### src/rtl/bus_mon_pkg.sv
package bus_mon_pkg;

    // number of sources feeding the event flag: start, stop, byte done
    localparam int NUM_EVT_SRC = 3;
    localparam int EVT_START   = 0;
    localparam int EVT_STOP    = 1;
    localparam int EVT_BYTE    = 2;

    // idle level of both bus lines
    localparam logic LINE_IDLE = 1'b1;

    typedef struct packed {
        logic start;
        logic stop;
    } cond_t;

    typedef struct packed {
        logic s;
        logic p;
    } cond_state_t;

    function automatic logic bus_is_free(input cond_state_t st);
        return st.p | (~st.s & ~st.p);
    endfunction

endpackage

### src/rtl/line_cond_detect.sv
module line_cond_detect
    import bus_mon_pkg::*;
(
    input  logic  clk,
    input  logic  rst,
    input  logic  scl_i,
    input  logic  sda_i,
    output cond_t cond_o
);
    logic scl_q, sda_q;

    always_ff @(posedge clk) begin
        if (rst) begin
            scl_q <= LINE_IDLE;
            sda_q <= LINE_IDLE;
        end else begin
            scl_q <= scl_i;
            sda_q <= sda_i;
        end
    end

    logic clk_held;
    assign clk_held     = scl_q & scl_i;
    assign cond_o.start = clk_held & sda_q & ~sda_i;
    assign cond_o.stop  = clk_held & ~sda_q & sda_i;

    // a data change with the clock low must never look like a condition
    assert_low_clk_quiet_R4: assert property (@(posedge clk) disable iff (rst)
        !scl_i |-> !cond_o.start && !cond_o.stop);
endmodule

### src/rtl/cond_status.sv
module cond_status
    import bus_mon_pkg::*;
(
    input  logic        clk,
    input  logic        rst,
    input  logic        en_i,
    input  cond_t       cond_i,
    output cond_state_t st_o
);
    cond_state_t st_q;

    always_ff @(posedge clk) begin
        if (rst || !en_i) begin
            st_q <= '0;
        end else if (cond_i.start) begin
            st_q <= '{s: 1'b1, p: 1'b0};
        end else if (cond_i.stop) begin
            st_q <= '{s: 1'b0, p: 1'b1};
        end
    end

    assign st_o = st_q;

    assert_start_sets_s_R2: assert property (@(posedge clk) disable iff (rst)
        en_i && cond_i.start |=> st_o.s && !st_o.p);
    assert_stop_sets_p_R3: assert property (@(posedge clk) disable iff (rst)
        en_i && cond_i.stop |=> st_o.p && !st_o.s);
    assert_flags_exclusive_R3: assert property (@(posedge clk) disable iff (rst)
        $onehot0({st_o.s, st_o.p}));
    assert_disable_clears_R9: assert property (@(posedge clk) disable iff (rst)
        !en_i |=> !st_o.s && !st_o.p);
endmodule

### src/rtl/evt_flag.sv
module evt_flag #(
    parameter int NSRC = 3
) (
    input  logic            clk,
    input  logic            rst,
    input  logic            en_i,
    input  logic [NSRC-1:0] src_i,
    input  logic            clr_i,
    output logic            flag_o
);
    logic [NSRC-1:0] gated;

    for (genvar g = 0; g < NSRC; g++) begin : g_gate
        assign gated[g] = src_i[g] & en_i;
    end

    logic any_evt;
    assign any_evt = |gated;

    logic flag_q;
    always_ff @(posedge clk) begin
        if (rst) begin
            flag_q <= 1'b0;
        end else if (any_evt) begin
            flag_q <= 1'b1;
        end else if (clr_i) begin
            flag_q <= 1'b0;
        end
    end

    assign flag_o = flag_q;

    assert_flag_sticky_R6: assert property (@(posedge clk) disable iff (rst)
        flag_o && !clr_i |=> flag_o);
    assert_set_beats_clr_R10: assert property (@(posedge clk) disable iff (rst)
        en_i && (|src_i) |=> flag_o);
    assert_idle_keeps_clear_R9: assert property (@(posedge clk) disable iff (rst)
        !en_i && !flag_o |=> !flag_o);
endmodule

### src/rtl/bus_cond_watch.sv
module bus_cond_watch
    import bus_mon_pkg::*;
(
    input  logic clk,
    input  logic rst,
    input  logic mod_en,
    input  logic irq_en,
    input  logic scl_s,
    input  logic sda_s,
    input  logic byte_done,
    input  logic flag_clr,
    output logic s_flag,
    output logic p_flag,
    output logic bus_free,
    output logic irq_flag,
    output logic irq
);
    cond_t       cond;
    cond_state_t st;
    logic [NUM_EVT_SRC-1:0] evt_src;

    line_cond_detect u_detect (
        .clk    (clk),
        .rst    (rst),
        .scl_i  (scl_s),
        .sda_i  (sda_s),
        .cond_o (cond)
    );

    cond_status u_status (
        .clk    (clk),
        .rst    (rst),
        .en_i   (mod_en),
        .cond_i (cond),
        .st_o   (st)
    );

    always_comb begin
        evt_src            = '0;
        evt_src[EVT_START] = cond.start;
        evt_src[EVT_STOP]  = cond.stop;
        evt_src[EVT_BYTE]  = byte_done;
    end

    evt_flag #(.NSRC(NUM_EVT_SRC)) u_flag (
        .clk    (clk),
        .rst    (rst),
        .en_i   (mod_en),
        .src_i  (evt_src),
        .clr_i  (flag_clr),
        .flag_o (irq_flag)
    );

    assign s_flag   = st.s;
    assign p_flag   = st.p;
    assign bus_free = bus_is_free(st);
    assign irq      = irq_flag & irq_en;

    assert_busy_not_free_R5: assert property (@(posedge clk) disable iff (rst)
        s_flag |-> !bus_free);
    assert_stop_frees_R5: assert property (@(posedge clk) disable iff (rst)
        p_flag |-> bus_free);
    assert_irq_masked_R7: assert property (@(posedge clk) disable iff (rst)
        !irq_en |-> !irq);
endmodule

### config.mk
export PLATFORM = sky130hd
export DESIGN_NAME = bus_cond_watch
export DESIGN_NICKNAME = d
export VERILOG_FILES = /design/src/rtl/bus_mon_pkg.sv /design/src/rtl/line_cond_detect.sv /design/src/rtl/cond_status.sv /design/src/rtl/evt_flag.sv /design/src/rtl/bus_cond_watch.sv
export SDC_FILE = /design/constraint.sdc
export NUM_CORES = 1
export LEC_CHECK = 0
export BUFFER_PORTS_ARGS = -buffer_cell sky130_fd_sc_hd__buf_2
export CORE_AREA = 2 2 39 41
export CTS_CLUSTER_SIZE = 16
export DETAILED_ROUTE_END_ITERATION = 10
export DIE_AREA = 0 0 41 43
export PLACE_DENSITY = 0.44
export SLEW_MARGIN = 10
export SYNTH_ARGS = -nofsm -noshare
export SYNTH_HDL_FRONTEND = slang
export SYNTH_SLANG_ARGS = --single-unit
### constraint.sdc
create_clock -name clk -period 1.5 [get_ports clk]
set_input_delay 0.075 -clock clk [delete_from_list [all_inputs] [get_ports clk]]
set_output_delay 0.075 -clock clk [all_outputs]
set_load 0.02 [all_outputs]
[Word level (Yosys, flattened, before mapping)]
Index checks and enable logic that the tools add are counted.
Cells by class
  multiplexer cells: 4
  bitwise logic cells: 15
  reductions and logical operators: 6
Operators with widths (number)
  $and A1 B1 Y1: 10
  $mux W2: 2
  $not A1 Y1: 4
  $reduce_bool A2 Y1: 2
  $reduce_or A3 Y1: 1
  $mux W1: 2
  $reduce_or A2 Y1: 1
  $logic_not A1 Y1: 1
  $logic_or A1 B1 Y1: 1
  $or A1 B1 Y1: 1
Storage, ports and cells
  flip-flop bits (word level): 5
  word-level logic and storage cells: 30

[Depth between registers and ports, before layout]
Gate-level depths: netlist (run 1).
  word-level depth: 6
  mapped depth: 3

[Hierarchy]
Synthesis (run 1) repeated with hierarchy kept, for this count alone.
Unflattened totals
  cell total of the unflattened synthesis: 20
  area total of the unflattened synthesis: 210.2 um^2
Modules (own cells, without submodules)
  cond_status: area each 86.3 um^2, seq. area each 40.0 um^2, cells an instance 8, instances 1
  line_cond_detect: area each 72.6 um^2, seq. area each 40.0 um^2, cells an instance 6, instances 1
  evt_flag: area each 38.8 um^2, seq. area each 20.0 um^2, cells an instance 4, instances 1
  bus_cond_watch: area each 12.5 um^2, seq. area each 0.0 um^2, cells an instance 2, instances 1

[Least setup slack after synthesis (run 1)]
Ideal clock, no wire load.
  path type: reg-to-reg
  start point: register u_flag.flag_o (netlist name)
  end point: register u_flag.flag_q, in the netlist u_flag.flag_o
  stages on the path, launching flop included: 4
  required time: 1.377 ns
  period minus slack after synthesis: 0.931 ns
  arrival time: 0.807 ns
  library setup time: 0.123 ns
  setup slack: 0.569 ns
  path buffers: 0
  cells stage by stage: dfxtp_1 -> nor2b_1 -> a311oi_1 -> nor3_1
RTL lines
  end signal: assignment: RTL line evt_flag.sv:23  | flag_q <= 1'b0;
  end signal: assignment: RTL line evt_flag.sv:25  | flag_q <= 1'b1;
  end signal: assignment: RTL line evt_flag.sv:27  | flag_q <= 1'b0;
  end: declaration: RTL line evt_flag.sv:20  | logic flag_q;

[Worst setup path in the final report (run 1)]
  start point: register u_status.st_q, in the netlist u_status.st_o[0]
  end point: output port bus_free
On the way
  cells in the longest elaborated chain, start to end: 3
RTL lines
  start: declaration: RTL line cond_status.sv:10  | cond_state_t st_q;
  start signal: assignment: RTL line cond_status.sv:16  | st_q <= '{s: 1'b1, p: 1'b0};
  start signal: assignment: RTL line cond_status.sv:18  | st_q <= '{s: 1'b0, p: 1'b1};
  $not A1 Y1: RTL line bus_mon_pkg.sv:23  | return st.p | (~st.s & ~st.p);
  $and A1 B1 Y1: RTL line bus_mon_pkg.sv:23
  $or A1 B1 Y1 (*): RTL line bus_mon_pkg.sv:23
  end: declaration: RTL line bus_cond_watch.sv:14  | output logic bus_free,
Mark *: on every way between the ends. The rest lies on a longest branch, timed or not.

==> flow_metrics.tcl, run 1 <==
set metrics [dict create \
    chipWidth_microns 41 \
    start_util 0.1546 \
    syn2layout_area_growth_pct 49.71 \
    synthesis.nets 31 \
    reg2reg_to "u_flag.flag_o" \
    dp_slack_ns 0.5771 \
    endpoint_kind "primary output" \
    fmax_mhz 1065 \
    synth_top_area_frac 0.4678 \
    r2r-start "u_detect.sda_q" \
    cts_tree "yes" \
    grt_max_degree 6 \
    synth_edf_count 0 \
    cts_max_level 1 \
    grt_overflow 0 \
    setup_violations 0 \
    fin_crit_sh 0.6262 \
    max_slew_margin 0.8605 \
    rsz0062_at_grt "false" \
    ys_ff_latch 5 \
    worst_ir_drop_vdd_mv 0.3293 \
    clock-root-buffer "clkbuf_4" \
    crit_path_start "u_status.st_o[0]" \
    power.density_nw_per_um2 1074 \
    syn-cell-area_sq_um 214.0 \
    ys_warn_count 0 \
    final.setup_skew_ns 0.0005928 \
    yosysMostFrequentCell "dfxtp_1" \
    path_clk_slew_ns 0.04 \
    synthArstFlopShare 0 \
    min_period_ns 0.9393 \
    die_area_sq_um 1763 \
    track_usage 0.07847 \
    clk_latency_ns 0.24 \
    wl_per_cell_microns 10.53 \
    drive_above_1_share 0.4359 \
    cts_buffers 3 \
    synth.yosys.seq_area_share 0.4678 \
    synthFlopType "dfxtp_1" \
    grt_pass1_vias 217 \
    critPathRequiredTime_ns 1.42 \
    hp-class "input pin to flip-flop" \
    final_nets 48 \
    ios 13 \
    drv_cap 0 \
    drv_slew 0 \
    p_leak_nw 0.1437 \
    cts_resized 0 \
    grt_pass1_wl_microns 855 \
    crit_slowest_cell "dfxtp_1" \
    hold_viol 0 \
    hold_end "u_flag.flag_o" \
    gp_congestion 0.6955 \
    synth_largest_area_cell "dfxtp_1" \
    outcome "completed" \
    finalWorstSetupSlack_ns 0.5607 \
    hpwl_microns 403 \
    vias 232 \
    synth.distinct_cells 17 \
    min_from "rst" \
    worstMarginPinSlew_ns 0.2078 \
    crit_chain "nand2b_1 > buf_2" \
    r2r_slack_ns 0.57 \
    cp_max_fo 4 \
    drt_iter0_drc 2 \
    tns_ns 0 \
    first_pass_iters 3 \
    slowest_delay_ns 0.36 \
    critPathBufInv 1 \
    die_h_microns 43 \
    synthTopCellsByArea "dfxtp_1, nand2b_1, or2_2" \
    synth_cells 23 \
    r2r_cells 3 \
    core_sq_um 1384 \
    portBuffers 12 \
    routed_wl_microns 579 \
    hold_buffers 0 \
    antenna_found_initial 0 \
    path_class "flip-flop to primary output" \
    drtAntennaViolNets 0 \
    min_path_cells 2 \
    syn_area_per_cell_sq_um 9.302 \
    post-cts-setup-buffer-count 0 \
    placementRows 14 \
    worst_setup_path_start_kind "flip-flop" \
    synthTopCellsByCount "dfxtp_1, nand2b_1, or2_2" \
    fin_util 0.2315 \
    drc 0 \
    crit_family "flip-flops" \
    vias_per_cell 4.218 \
    arrival_ns 0.86 \
    diodes 0 \
    cts_sinks 5 \
    cts_buffer_depth 2 \
]
layout make-up:
| class | count | area, sq um |
|---|---|---|
| fillers | 157 | 1064 |
| flip-flops and latches | 5 | 100.1 |
| well taps | 16 | 20.02 |
| clock buffers | 4 | 26.28 |
| multi-input cells | 18 | 113.9 |
| repair buffers | 12 | 60.06 |
cells by family (layout without fill, tap and decap cells):
family / after synthesis / count (layout) / share of synthesized area
buffers and inverters: 0 / 16 / 0
xor gates and xnor gates: 1 / 1 / 0.04094
and+or+nand+nor: 12 / 12 / 0.3333
AOI/OAI and AO/OA: 5 / 5 / 0.1579
DFF: 5 / 5 / 0.4679
stage by stage:
stage / power [mW] / instances / hold WS, ns / cell area [sq um]
floorplan: 0.1674 / 23 / 0.1543 / 214.0
global placement: 0.1877 / 51 / 0.3108 / 294.0
detailed placement: 0.1881 / 51 / 0.3098 / 294.0
CTS: 0.3516 / 55 / 0.05195 / 320.3
global route: 0.3661 / 55 / 0.05716 / 320.3
finish: 0.3441 / 55 / 0.06053 / 320.3
flip-flops by register name, indices dropped and copies added, names as in the netlist:
register        flops
u_status.st_o       2
u_detect.scl_q      1
u_detect.sda_q      1
u_flag.flag_o       1
layer usage:
layer / vias up / share of wire / global-route usage
met5: - / 0 / 0
met4: 0 / 0.014 / 0.08000
met3: 2 / 0.11 / 0.04712
met2: 10 / 0.38 / 0.09063
met1: 106 / 0.50 / 0.09061
li1: 114 / - / -
where the power goes:
part	leakage (nW)	total [mW]	internal [mW]	switching [mW]
Sequential	0.0412	0.145	0.139	0.00524
Clock	0.0150	0.158	0.101	0.0572
Combinational	0.0875	0.0417	0.0201	0.0216
Total	0.144	0.344	0.260	0.0840
layout by cell type, fill, tap and decap left out:
cell type   n
a311oi_1    1
xor2_1      1
nand3_1     1
nor2b_1     1
nor3_1      1
nand2_1     1
nor2_1      1
clkbuf_4    3
a31oi_1     1
dfxtp_1     5
buf_2      12
or2_2       2
a21oi_1     1
o21ai_0     1
nand2b_1    2
nand3b_1    1
and2_1      1
and3b_1     1
o32ai_1     1
clkbuf_1    1
worst max path at each step:
| stage | to | cells past startpoint |
|---|---|---|
| 3_3_place_gp | u_flag.flag_o | 3 |
| 4_1_cts | bus_free | 2 |
| 2_1_floorplan | u_flag.flag_o | 3 |
| 5_1_grt | u_status.st_o[0] | 3 |
| 3_5_place_dp | u_flag.flag_o | 3 |
| 6_report | bus_free | 2 |
Note: power is estimated with default switching activity, not from simulation.
==> run 2, diff against run 1 <==
Settings changed: PLACE_DENSITY 0.44 to 0.45.
Clock period 1.5 ns to 0.8 ns, I/O delays scaled along.
==> run 2 against run 1 <==
  * Clock skew grew 0.0071 ns
  * Critical path type unchanged
  * The flow now finishes with violations (negative setup slack)
  * Sequential cell count is the same
  * Clock power grew 92%
  * Critical endpoint is now irq
  * Setup slack lost 0.72 ns
==> flow_metrics.tcl, run 2 (synthesized netlist as in run 1, its figures left out) <==
set metrics [dict create \
    diodes 0 \
    final.setup_skew_ns 0.007713 \
    cp_max_fo 2 \
    grt_pass1_wl_microns 821 \
    path_class "flip-flop to primary output" \
    crit_path_start "u_flag.flag_o" \
    wl_per_cell_microns 8.950 \
    setup_violations 5 \
    layout_common_cells "buf_2, buf_4, buf_6, dfxtp_2, clkbuf_4" \
    grt_max_degree 6 \
    die_h_microns 43 \
    crit_slowest_cell "dfxtp_2" \
    slowest_delay_ns 0.31 \
    fin_crit_sh 1.193 \
    outcome "finished, violations left" \
    hp-class "input pin to flip-flop" \
    drive_above_1_share 0.6364 \
    dr.max_layer_used "met4" \
    clkPwrFrac 0.445 \
    first_pass_iters 4 \
    tns_ns -0.3227 \
    failed_checks "negative setup slack" \
    wl_met2_microns 205 \
    seqPwrFrac 0.397 \
    rsz0062_at_grt "true" \
    track_usage 0.07948 \
    met1Wirelength_microns 242 \
    start_util 0.1546 \
    drtAntennaViolNets 0 \
    drt_iter0_drc 1 \
    cts_tree "yes" \
    ios 13 \
    endpoint_kind "primary output" \
    portBuffers 12 \
    cts_sinks 5 \
    path_clk_slew_ns 0.05 \
    crit_chain "buf_6 > and2_4 > buf_6" \
    grt_overflow 0 \
    sw_frac_of_total 0.2465 \
    gp_congestion 0.6703 \
    die_area_sq_um 1763 \
    hold_viol 0 \
    clk_latency_ns 0.25 \
    layout_commonest_cell "buf_2" \
    min_period_ns 0.9547 \
    vias_per_cell 4.000 \
    power.internal_mw 0.5133 \
    drc 0 \
    final_nets 53 \
    min_from "scl_s" \
    clock-root-buffer "clkbuf_4" \
    wl_met3_microns 70 \
    largest_reg_flops 2 \
    dp_slack_ns -0.09953 \
    power.density_nw_per_um2 1685 \
    fmax_mhz 1047 \
    core_sq_um 1384 \
    arrival_ns 0.91 \
    cts_buffers 3 \
    drv_slew 0 \
    critPathRequiredTime_ns 0.76 \
    vias 240 \
    cts_buffer_depth 2 \
    worst_ir_drop_vdd_mv 0.6995 \
    max_slew_margin 0.8622 \
    drv_cap 0 \
    p_sw_mw 0.1679 \
    worstMarginPinSlew_ns 0.2053 \
    chipWidth_microns 41 \
    r2r-start "u_detect.sda_q" \
    cts_max_level 1 \
    antenna_found_initial 0 \
    power_mw 0.6812 \
    routed_wl_microns 537 \
    finalWorstSetupSlack_ns -0.1547 \
    p_leak_nw 0.1768 \
    holdWs_ns 0.03514 \
    syn2layout_area_growth_pct 88.89 \
    hpwl_microns 372.5 \
    crit_top_cell "buf_6" \
    grt_pass1_vias 214 \
    worst_setup_path_start_kind "flip-flop" \
    placementRows 14 \
    power_frac_comb 0.158 \
]
==> run 2: cell count changes in the layout (fill, tap and decap cells not counted), sizes merged <==
cell | before | now
buf | 12 | 16
dlygate4sd3 | 0 | 1
==> run 2: worst max-delay path, delay by kind of cell (launching register included) <==
family	cells	cell delay (ns)
simple gates	1	0.12
buf+inv	2	0.22
flops	1	0.31
==> run 2: final cells by class <==
type,instances,area [sq um]
clock buffer,4,26.28
sequential,5,108.9
timing repair buffer,17,125.1
fill,149,979.7
multi-input combinational,18,123.9
tap,16,20.02
==> run 2: per-stage QoR <==
stage | util | std cells | instance area [sq um]
floorplan | - | 23 | 216.5
global placement | 0.2306 | 54 | 319.1
detailed placement | 0.2306 | 54 | 319.1
CTS | 0.2902 | 60 | 401.6
global route | 0.2920 | 60 | 404.1
finish | 0.2920 | 60 | 404.1
==> run 2: routing by layer <==
layer / global-route usage / up-vias
met1: 0.09061 / 101
met4: 0.08000 / 0
met5: 0 / -
met3: 0.07853 / 2
met2: 0.07500 / 12
li1: - / 125
==> run 2: repair_timing <==
action                     CTS  global route
pin swaps                    2             1
hold buffers                 1             0
setup endpoints to repair    7             8
resized for setup           13             1
setup buffers                1             0
hold endpoints to repair     1             0
==> run 2: worst paths after layout <==
kind | slack (ns) | end | depth (start not counted)
worst max-delay path | -0.15 | irq | 3
worst min-delay path | 0.04 | u_detect.scl_q | 2
worst max register to register | -0.03 | u_flag.flag_o | 3
worst min register to register | 0.55 | u_status.st_o[1] | 2
==> run 2: power groups by stage <==
stage / Sequential, mW / Clock [mW] / Combinational, mW
5_1_grt: 0.271 / 0.334 / 0.117
6_report: 0.270 / 0.303 / 0.108
4_1_cts: 0.270 / 0.315 / 0.107
2_1_floorplan: 0.281 / 0 / 0.0343
3_3_place_gp: 0.275 / 0 / 0.0909
3_5_place_dp: 0.275 / 0 / 0.0890
==> run 3, diff against run 2 <==
==> constraint.sdc (replaced) <==
create_clock -name clk -period 0.8 [get_ports clk]
set_input_delay 0.16 -clock clk [delete_from_list [all_inputs] [get_ports clk]]
set_output_delay 0.16 -clock clk [all_outputs]
set_load 0.02 [all_outputs]
==> run 3 against run 2 <==
  * Power is 0.37% higher
  * The flow still finishes with violations (negative setup slack)
  * Fmax fell by 2.8%
  * Via count increased by 5.0%
  * Count of clock-buffer cells in the layout unchanged
  * Setup slack worse by 0.027 ns
  * Combinational power barely moved
  * Highest routed layer unchanged
==> flow_metrics.tcl, run 3 (synthesized netlist as in run 1, its figures left out) <==
set metrics [dict create \
    outcome "finished, violations left" \
    failed_checks "negative setup slack" \
    track_usage 0.09347 \
    hold_viol 0 \
    dpl_cell_area_sq_um 315.3 \
    die_area_sq_um 1763 \
    drv_cap 0 \
    grt_pass1_wl_microns 1000 \
    reg2reg_to "u_flag.flag_o" \
    grt_overflow 0 \
    power.internal_mw 0.5104 \
    max_slew_margin 0.8504 \
    drv_slew 0 \
    cts_sinks 5 \
    vias_per_cell 4.200 \
    r2r_slack_ns -0.05 \
    drc 0 \
    cp_max_fo 3 \
    wl_per_cell_microns 10.82 \
    placementRows 14 \
    largest_reg_flops 2 \
    vias 252 \
    layout_common_cells "buf_2, buf_4, buf_6, dfxtp_2, clkbuf_4" \
    ios 13 \
    cts_tree "yes" \
    endpoint "bus_free" \
    grt_pass1_vias 250 \
    hp-class "input pin to flip-flop" \
    rsz0062_at_grt "true" \
    gp_congestion 0.6925 \
    diodes 0 \
    cts_buffers 3 \
    path_class "flip-flop to primary output" \
    multi_input_area_sq_um 123.9 \
    routed_wl_microns 649 \
    drtAntennaViolNets 0 \
    final.setup_skew_ns 0.007402 \
    power.density_nw_per_um2 1676 \
    worst_ir_drop_vdd_mv 0.7123 \
    drt_iter0_drc 0 \
    r2r-start "u_detect.sda_q" \
    layout_commonest_cell "buf_2" \
    first_pass_iters 1 \
    nFillCells 161 \
    worstMarginPinSlew_ns 0.2229 \
    arrival_ns 0.82 \
    setup_violations 8 \
    cts_buffer_depth 2 \
    fin_util 0.2948 \
    dp.cells 53 \
    instances_no_fill 60 \
    seqPwrFrac 0.397 \
    p_leak_nw 0.1790 \
    tns_ns -0.8277 \
    portBuffers 12 \
    power_frac_comb 0.153 \
    crit_path_start "u_status.st_o[0]" \
    clk_latency_ns 0.25 \
    clock-root-buffer "clkbuf_4" \
    start_util 0.1546 \
    fmax_mhz 1018 \
    path_clk_slew_ns 0.05 \
    dp_slack_ns -0.1254 \
    cts_max_level 1 \
    min_period_ns 0.9821 \
    hpwl_microns 396.2 \
    final_nets 53 \
    worst_setup_path_start_kind "flip-flop" \
    chipWidth_microns 41 \
    holdWs_ns 0.1310 \
    drive_above_1_share 0.6591 \
    critPathRequiredTime_ns 0.64 \
    seq_area_sq_um 108.9 \
    p_sw_mw 0.1733 \
    power_mw 0.6837 \
    core_sq_um 1384 \
    r2r_cells 3 \
    die_h_microns 43 \
    antenna_found_initial 0 \
    fin_area_sq_um 407.9 \
    endpoint_kind "primary output" \
    syn2layout_area_growth_pct 90.64 \
    fin_crit_sh 1.228 \
    finalWorstSetupSlack_ns -0.1821 \
    grt_max_degree 6 \
    clkPwrFrac 0.450 \
    sw_frac_of_total 0.2535 \
]
-- run 3: cell type report --
class	instances	area share
multi-input cells	18	0.3037
flip-flops and latches	5	0.2669
clock buffers	4	0.06442
repair buffers	17	0.3160
well taps	16	0.04908
-- run 3: worst max-delay path, cell delays in order, from the launching register on --
cell	delay [ns]
dfxtp_2	0.32
nand2b_4	0.13
buf_6	0.12
-- run 3: timing repair --
| action | 4_1_cts | 5_1_grt |
|---|---|---|
| pin swaps | 2 | 0 |
| gates resized for setup | 13 | 2 |
| buffers inserted | 3 | 0 |
| endpoints found under the setup margin | 7 | 8 |
| hold buffers | 0 | 0 |
-- run 3: per-layer routing --
metal  routed length [microns]  global-route usage  up-vias  part of all wire
li1                          -                   -      126                 -
met3                       118             0.09424        4              0.18
met4                        25             0.08000        0             0.039
met1                       271              0.1000      107              0.42
met5                         0                   0        -                 0
met2                       232              0.1000       15              0.36
-- run 3: worst min-delay path by stage --
| stage | startpoint | cells past startpoint | end | slack [ns] |
|---|---|---|---|---|
| after floorplan | rst | 1 | u_flag.flag_o | 0.23 |
| after global placement | rst | 2 | u_flag.flag_o | 0.39 |
| after detailed placement | rst | 2 | u_flag.flag_o | 0.39 |
| after CTS | rst | 2 | u_flag.flag_o | 0.12 |
| after global routing | rst | 2 | u_flag.flag_o | 0.13 |
| final | rst | 2 | u_flag.flag_o | 0.13 |
-- run 3: power groups by stage --
stage                     logic, mW  registers, mW  clock network, mW
after floorplan              0.0347          0.282                  0
after global placement       0.0871          0.276                  0
after detailed placement     0.0851          0.276                  0
after CTS                     0.102          0.271              0.319
after global routing          0.113          0.273              0.327
final                         0.105          0.271              0.308
